==> src/rtl/smbcfg_pkg.sv <==
package smbcfg_pkg;

  localparam int unsigned BYTE_W = 8;
  localparam int unsigned NOUT   = 4;

  typedef enum logic [2:0] {
    PH_IDLE,
    PH_ADDR,
    PH_INDEX,
    PH_COUNT,
    PH_WDATA,
    PH_TXCNT,
    PH_TXDATA,
    PH_SKIP
  } phase_e;

  // register bit that feeds output k of the packed enable/stoppable vectors
  function automatic int unsigned out_bit_pos(int unsigned k);
    return (k < 2) ? k + 1 : k + 3;
  endfunction

  // bits a host write may change, per register index
  function automatic logic [BYTE_W-1:0] reg_wmask(int unsigned idx);
    case (idx)
      0:       return 8'hE7;
      1, 2:    return 8'h66;
      5, 6:    return 8'hFF;
      default: return 8'h00;
    endcase
  endfunction

endpackage

==> src/rtl/smbcfg_line_sense.sv <==
module smbcfg_line_sense #(
  parameter int unsigned SYNC_STAGES = 2
) (
  input  logic clk,
  input  logic rst_n,
  input  logic scl_i,
  input  logic sda_i,
  output logic scl_lvl,
  output logic sda_lvl,
  output logic scl_rise,
  output logic scl_fall,
  output logic start_det,
  output logic stop_det
);

  logic [SYNC_STAGES-1:0] scl_sy, sda_sy;
  logic                   scl_prev, sda_prev;

  generate
    if (SYNC_STAGES == 1) begin : g_one
      always_ff @(posedge clk or negedge rst_n) begin
        if (!rst_n) begin
          scl_sy <= '1;
          sda_sy <= '1;
        end else begin
          scl_sy <= scl_i;
          sda_sy <= sda_i;
        end
      end
    end else begin : g_chain
      always_ff @(posedge clk or negedge rst_n) begin
        if (!rst_n) begin
          scl_sy <= '1;
          sda_sy <= '1;
        end else begin
          scl_sy <= {scl_sy[SYNC_STAGES-2:0], scl_i};
          sda_sy <= {sda_sy[SYNC_STAGES-2:0], sda_i};
        end
      end
    end
  endgenerate

  always_ff @(posedge clk or negedge rst_n) begin
    if (!rst_n) begin
      scl_prev <= 1'b1;
      sda_prev <= 1'b1;
    end else begin
      scl_prev <= scl_lvl;
      sda_prev <= sda_lvl;
    end
  end

  assign scl_lvl   = scl_sy[SYNC_STAGES-1];
  assign sda_lvl   = sda_sy[SYNC_STAGES-1];
  assign scl_rise  = scl_lvl & ~scl_prev;
  assign scl_fall  = ~scl_lvl & scl_prev;
  assign start_det = scl_lvl & scl_prev & sda_prev & ~sda_lvl;
  assign stop_det  = scl_lvl & scl_prev & ~sda_prev & sda_lvl;

endmodule

==> src/rtl/smbcfg_regs.sv <==
module smbcfg_regs #(
  parameter int unsigned NREG       = 7,
  parameter logic [7:0]  DEV_ID_RST = 8'h01,
  parameter logic [7:0]  VEND_REV   = 8'h21,
  localparam int unsigned AW        = $clog2(NREG)
) (
  input  logic                 clk,
  input  logic                 rst_n,
  input  logic                 wr_en,
  input  logic [AW-1:0]        wr_idx,
  input  logic [7:0]           wr_data,
  input  logic [AW-1:0]        rd_idx,
  output logic [7:0]           rd_data,
  output logic [NREG-1:0][7:0] regs_o
);

  function automatic logic [7:0] reg_rst(int unsigned idx);
    case (idx)
      1, 2:    return 8'h66;
      4:       return VEND_REV;
      5:       return DEV_ID_RST;
      6:       return 8'h07;
      default: return 8'h00;
    endcase
  endfunction

  logic [NREG-1:0][7:0] regs_q;

  generate
    for (genvar g = 0; g < NREG; g++) begin : g_reg
      localparam logic [7:0] MASK = smbcfg_pkg::reg_wmask(g);
      localparam logic [7:0] RSTV = reg_rst(g);
      if (MASK == 8'h00) begin : g_fixed
        assign regs_q[g] = RSTV;
      end else begin : g_rw
        logic [7:0] q, d;
        logic       we;
        assign we = wr_en && (wr_idx == AW'(g));
        assign d  = (wr_data & MASK) | (q & ~MASK);
        always_ff @(posedge clk or negedge rst_n) begin
          if (!rst_n) begin
            q <= RSTV;
          end else if (we) begin
            q <= d;
          end
        end
        assign regs_q[g] = q;
      end
    end
  endgenerate

  always_comb begin
    rd_data = 8'h00;
    if ({1'b0, rd_idx} < (AW+1)'(NREG)) rd_data = regs_q[rd_idx];
  end

  assign regs_o = regs_q;

  // registers move only on a write strobe
  a_r2_regs_hold_without_write: assert property (@(posedge clk) disable iff (!rst_n)
    !wr_en |=> $stable(regs_q));

endmodule

==> src/rtl/smbcfg_target.sv <==
module smbcfg_target #(
  parameter int unsigned NREG        = 7,
  parameter int unsigned SYNC_STAGES = 2,
  parameter logic [7:0]  WR_ADDR     = 8'hDC,
  parameter logic [7:0]  RD_ADDR     = 8'hDD,
  parameter logic [7:0]  DEV_ID_RST  = 8'h01,
  parameter logic [7:0]  VEND_REV    = 8'h21
) (
  input  logic       clk,
  input  logic       rst_n,
  input  logic       scl_i,
  input  logic       sda_i,
  output logic       sda_pull_o,
  output logic [7:0] mode_o,
  output logic [3:0] out_en_o,
  output logic [3:0] stoppable_o
);
  import smbcfg_pkg::*;

  localparam int unsigned AW      = $clog2(NREG);
  localparam int unsigned CNT_IDX = NREG - 1;

  logic scl_lvl, sda_lvl, scl_rise, scl_fall, start_det, stop_det;

  smbcfg_line_sense #(.SYNC_STAGES(SYNC_STAGES)) i_sense (
    .clk(clk), .rst_n(rst_n), .scl_i(scl_i), .sda_i(sda_i),
    .scl_lvl(scl_lvl), .sda_lvl(sda_lvl), .scl_rise(scl_rise), .scl_fall(scl_fall),
    .start_det(start_det), .stop_det(stop_det)
  );

  phase_e        phase_q, phase_d;
  logic [3:0]    bitcnt_q, bitcnt_d;
  logic          slot9_q, slot9_d;
  logic          dir_q, dir_d;
  logic [7:0]    shreg_q, shreg_d;
  logic [7:0]    tx_q, tx_d;
  logic [AW-1:0] ptr_q, ptr_d;
  logic [7:0]    left_q, left_d;
  logic          pull_q, pull_d;
  logic          wr_en;
  logic [AW-1:0] rd_idx;
  logic [7:0]    rd_data;
  logic [NREG-1:0][7:0] regs;

  function automatic logic [AW-1:0] ptr_next(logic [AW-1:0] p);
    return (p == AW'(NREG-1)) ? '0 : p + 1'b1;
  endfunction

  assign rd_idx = (phase_q == PH_TXCNT) ? AW'(CNT_IDX) : ptr_q;

  smbcfg_regs #(.NREG(NREG), .DEV_ID_RST(DEV_ID_RST), .VEND_REV(VEND_REV)) i_regs (
    .clk(clk), .rst_n(rst_n), .wr_en(wr_en), .wr_idx(ptr_q), .wr_data(shreg_q),
    .rd_idx(rd_idx), .rd_data(rd_data), .regs_o(regs)
  );

  always_comb begin
    phase_d  = phase_q;
    bitcnt_d = bitcnt_q;
    slot9_d  = slot9_q;
    dir_d    = dir_q;
    shreg_d  = shreg_q;
    tx_d     = tx_q;
    ptr_d    = ptr_q;
    left_d   = left_q;
    pull_d   = pull_q;
    wr_en    = 1'b0;
    if (stop_det || start_det) begin
      phase_d  = stop_det ? PH_IDLE : PH_ADDR;
      pull_d   = 1'b0;
      bitcnt_d = '0;
      slot9_d  = 1'b0;
      dir_d    = 1'b0;
    end else if (phase_q != PH_IDLE && phase_q != PH_SKIP) begin
      if (scl_rise) begin
        if (!slot9_q && bitcnt_q < 4'd8) begin
          if (!dir_q) shreg_d = {shreg_q[6:0], sda_lvl};
          bitcnt_d = bitcnt_q + 4'd1;
        end else if (slot9_q && dir_q && sda_lvl) begin
          phase_d = PH_SKIP;
        end
      end else if (scl_fall) begin
        if (!slot9_q && bitcnt_q == 4'd8) begin
          slot9_d = 1'b1;
          pull_d  = 1'b0;
          if (!dir_q) begin
            case (phase_q)
              PH_ADDR: begin
                if (shreg_q == WR_ADDR) begin
                  phase_d = PH_INDEX;
                  pull_d  = 1'b1;
                end else if (shreg_q == RD_ADDR) begin
                  phase_d = PH_TXCNT;
                  pull_d  = 1'b1;
                end else begin
                  phase_d = PH_SKIP;
                end
              end
              PH_INDEX: begin
                ptr_d   = (shreg_q < 8'(NREG)) ? shreg_q[AW-1:0] : '0;
                phase_d = PH_COUNT;
                pull_d  = 1'b1;
              end
              PH_COUNT: begin
                left_d  = shreg_q;
                phase_d = PH_WDATA;
                pull_d  = 1'b1;
              end
              PH_WDATA: begin
                if (left_q != 8'd0) begin
                  wr_en  = 1'b1;
                  ptr_d  = ptr_next(ptr_q);
                  left_d = left_q - 8'd1;
                  pull_d = 1'b1;
                end else begin
                  phase_d = PH_SKIP;
                end
              end
              default: ;
            endcase
          end
        end else if (slot9_q) begin
          slot9_d  = 1'b0;
          bitcnt_d = '0;
          pull_d   = 1'b0;
          dir_d    = 1'b0;
          if (phase_q == PH_TXCNT || phase_q == PH_TXDATA) begin
            tx_d    = rd_data;
            pull_d  = ~rd_data[7];
            dir_d   = 1'b1;
            phase_d = PH_TXDATA;
            if (phase_q == PH_TXDATA) ptr_d = ptr_next(ptr_q);
          end
        end else if (dir_q && bitcnt_q != 4'd0) begin
          tx_d   = {tx_q[6:0], 1'b0};
          pull_d = ~tx_q[6];
        end
      end
    end
  end

  always_ff @(posedge clk or negedge rst_n) begin
    if (!rst_n) begin
      phase_q  <= PH_IDLE;
      bitcnt_q <= '0;
      slot9_q  <= 1'b0;
      dir_q    <= 1'b0;
      shreg_q  <= '0;
      tx_q     <= '0;
      ptr_q    <= '0;
      left_q   <= '0;
      pull_q   <= 1'b0;
    end else begin
      phase_q  <= phase_d;
      bitcnt_q <= bitcnt_d;
      slot9_q  <= slot9_d;
      dir_q    <= dir_d;
      shreg_q  <= shreg_d;
      tx_q     <= tx_d;
      ptr_q    <= ptr_d;
      left_q   <= left_d;
      pull_q   <= pull_d;
    end
  end

  assign sda_pull_o = pull_q;
  assign mode_o     = regs[0];

  generate
    for (genvar k = 0; k < NOUT; k++) begin : g_out
      assign out_en_o[k]    = regs[1][out_bit_pos(k)];
      assign stoppable_o[k] = regs[2][out_bit_pos(k)];
    end
  endgenerate

  // index stays inside the implemented registers
  a_r7_ptr_in_range: assert property (@(posedge clk) disable iff (!rst_n)
    {1'b0, ptr_q} < (AW+1)'(NREG));

  // stop always leaves SDA released
  a_r10_release_after_stop: assert property (@(posedge clk) disable iff (!rst_n)
    stop_det |=> !sda_pull_o);

  // drive moves only with SCL low, apart from start/stop release
  a_r11_drive_only_scl_low: assert property (@(posedge clk) disable iff (!rst_n)
    (sda_pull_o != $past(sda_pull_o)) |->
      (!$past(scl_lvl) || $past(stop_det) || $past(start_det)));

endmodule

==> config.mk <==
export PLATFORM = sky130hd
export DESIGN_NAME = smbcfg_target
export DESIGN_NICKNAME = d
export VERILOG_FILES = /design/src/rtl/smbcfg_pkg.sv /design/src/rtl/smbcfg_line_sense.sv /design/src/rtl/smbcfg_regs.sv /design/src/rtl/smbcfg_target.sv
export SDC_FILE = /design/constraint.sdc
export NUM_CORES = 1
export LEC_CHECK = 0
export BUFFER_PORTS_ARGS = -buffer_cell sky130_fd_sc_hd__buf_4
export CORE_MARGIN = 3
export CORE_UTILIZATION = 44
export CTS_BUF_LIST = sky130_fd_sc_hd__clkbuf_16
export DETAILED_ROUTE_END_ITERATION = 7
export GPL_ROUTABILITY_DRIVEN = 0
export PLACE_DENSITY_LB_ADDON = 0.12
export SETUP_SLACK_MARGIN = 0.02
export SYNTH_ARGS = -nofsm -noshare
export SYNTH_HDL_FRONTEND = slang
export SYNTH_SLANG_ARGS = --single-unit
==> constraint.sdc <==
create_clock -name clk -period 5.6 [get_ports clk]
set_input_delay 0.84 -clock clk [delete_from_list [all_inputs] [get_ports clk]]
set_output_delay 0.84 -clock clk [all_outputs]
set_load 0.1 [all_outputs]
==> metrics.txt <==
status completed; Fin. Hold Viols 0; # fillers 799; CTS tree yes; Slowest-stage cell, CP or3b_1; area leader, netlist dfrtp_1; fmax 357 MHz; FF-to-FF End i_regs.g_reg[6].g_rw.q[7]; Worst IR Drop VDD 0.000214 V; DRC 0; Pins Over Slew Limit 0; largest net degree at the start of global routing 73; vias in the first global route 2,864; area share of the largest cell type after synthesis 35.1%; root buf cell clkbuf_16; Worst path max stage delay 0.73 ns; crit path capture i_regs.g_reg[6].g_rw.q[7]; Post-layout nets roughly 400; path depth of the worst reg2reg path 5; crit-path max FO 24; Setup Skew 0.00363 ns; Final Cycle Share 50.0%; flop2flop setup slack 2.80 ns; post-place setup slack 2.80 ns; clock transition at the registers of the reported paths 0.06 ns; top cells by count, synth 54 x dfrtp_1, 43 x o21ai_0, 37 x mux2_2; Cells after Synth 391; first-pass iteration count of the detailed router 4; chip height 99.6 um; DP Wirelength 5990 um; Post-CTS Resized 0; fin area 4300 sq um; hold buffer count at CTS 0; initial antenna violation count 0; antenna viol nets, final 0; setup bufs post-CTS 0; CTS Buf Count 9; Worst setup EP type register; Primary FF master, synth dfrtp_1; Area contributors post-synth dfrtp_1 35%, dfstp_2 12%, mux2_2 11%, o21ai_0 5.6%, nand2_1 3.5%; RSZ-0062 raised after global routing false; # setup viols final 0; critical hold path startpoint i_sense.sda_sy[0]; Hold/Removal Path Class register to register; total negative slack 0 ns; clk sink count 72; share of cells above drive strength 1 23.8%; WS Path Type register to register; FFs w/ async S/R, synth 100%; DR iter-0 viols 172; effective utilization at floorplan ~46%; R2R Path Start phase_q[2]; most frequent cell after synthesis dfrtp_1; max-cap viol count 0; CP arrival roughly 3 ns; Synth cell types 54; antenna cells 0; Worst Tran Pin Value 0.898 ns; CP startpoint kind register; die width 99.6 um; Rel. slew slack 40.1%; CTS max path bufs 2; core area 8340 sq um; Ports 21; Ys Warns 0; Syn-to-layout area delta 11.6%; global route total overflow 0; post-route setup slack 2.80 ns; routed wire length 8860 um; site row count 33; H-tree Lvls 3; Worst EP required 5.81 ns; Cell Chain, Critical Path or3b_1 -> a31oi_4 -> nand4_4 -> nor3b_4 -> mux2_2; Final Util around half; die area 9920 sq um; LEAKAGE around 1.8 nW; Synth Cell Area 3850 sq um; PortBufs 18; crit path from phase_q[2]; Pwr Density approximately 440 nW/um^2; WL/cell 17.6 um; min Tclk post-route 2.80 ns; Mean Syn Cell Area slightly below 10 sq um; EDFF count, synth 0; placed inst area about 4000 sq um; Vias/cell 5.80; first-pass GRT wire length 15,000 um; worst skew pair latency 0.33 ns; GRT Total Usage ~19%; DR vias 2,923; sequential area share after synthesis 47.3%; FF+latch count, synth slightly above 70; worst hold slack 0.353 ns
==> sequential cells by signal (all words and copies together), names as in the netlist, 3 cells and up <==
| register | count |
|---|---|
| left_q | 8 |
| shreg_q | 8 |
| i_regs.g.g_rw.q | 30 |
| phase_q | 3 |
| bitcnt_q | 4 |
| tx_q | 7 |
| ptr_q | 3 |
==> logic make-up (layout without fill, tap and decap cells) <==
| logic type | Yosys count | after routing | share of synthesized area, % |
|---|---|---|---|
| compound gates | 107 | 107 | 17.6 |
| xor+xnor | 5 | 5 | 1.14 |
| fa+ha+maj | 4 | 4 | 1.30 |
| buf+inv | 48 | 55 | 5.13 |
| flops | 72 | 72 | 47.3 |
| mux | 40 | 40 | 11.6 |
| other cells | 1 | 2 | 0.0973 |
| simple gates | 114 | 114 | 15.7 |
==> layout by cell type (no fill, tap or decap), types with 4 or more instances in the layout <==
master and count:
a22oi_1 8, o22ai_1 4, clkbuf_16 9, nand3b_1 4, dfstp_2 18, o21ai_0 43
nor2b_1 7, dfrtp_1 54, a32o_1 4, and3_1 4, nand3_1 8, ha_1 4
nor2_1 27, a21oi_1 21, inv_1 22, mux2_2 37, nor3_1 7, nand2_1 36
buf_4 19, a221oi_1 5
==> worst max-delay path, delay by kind of cell, from the launching register on <==
family / cells / cell delay [ns]
AOI/OAI and AO/OA: 1 / 0.35
DFF: 1 / 0.56
muxes: 1 / 0.39
and+or+nand+nor: 3 / 1.38
==> area by class of cell <==
class                   count  area, sq um  share of cell area, %
clock buffers               9          225                   5.24
clock inverters             7         65.1                   1.51
inverters                  20         75.1                   1.75
multi-input cells         272         1840                   42.7
flip-flops and latches     72         1820                   42.4
well taps                 105          131                   3.06
repair buffers             19          143                   3.32
==> how the worst min path moves through the flow <==
stage	to	depth (start not counted)
floorplan	i_sense.scl_sy[1]	0
global placement	i_sense.scl_sy[1]	0
detailed placement	i_sense.scl_sy[1]	0
CTS	i_sense.scl_sy[1]	0
global route	i_sense.scl_sy[1]	0
finish	i_sense.sda_sy[1]	0
==> power breakdown <==
group	internal [W]	total [W]	switching, W
logic	0.000218	0.000583	0.000364
registers	0.000582	0.000741	0.000159
clock network	0.000341	0.000554	0.000214
==> stage by stage <==
stage          std cells  total power [W]
2_1_floorplan        392          0.00117
3_3_place_gp         488          0.00132
3_5_place_dp         488          0.00132
4_1_cts              504          0.00189
5_1_grt              504          0.00200
6_report             504          0.00188
==> layer usage <==
layer  vias to the layer above  part of all wire, %  track usage, %
li1                       1414                    -               -
met3                        11                  4.5            4.21
met5                         -                    0               0
met1                      1451                   49            27.5
met2                        47                   45            28.8
met4                         0                  1.4            6.83
(Power assumes the default switching activity.)
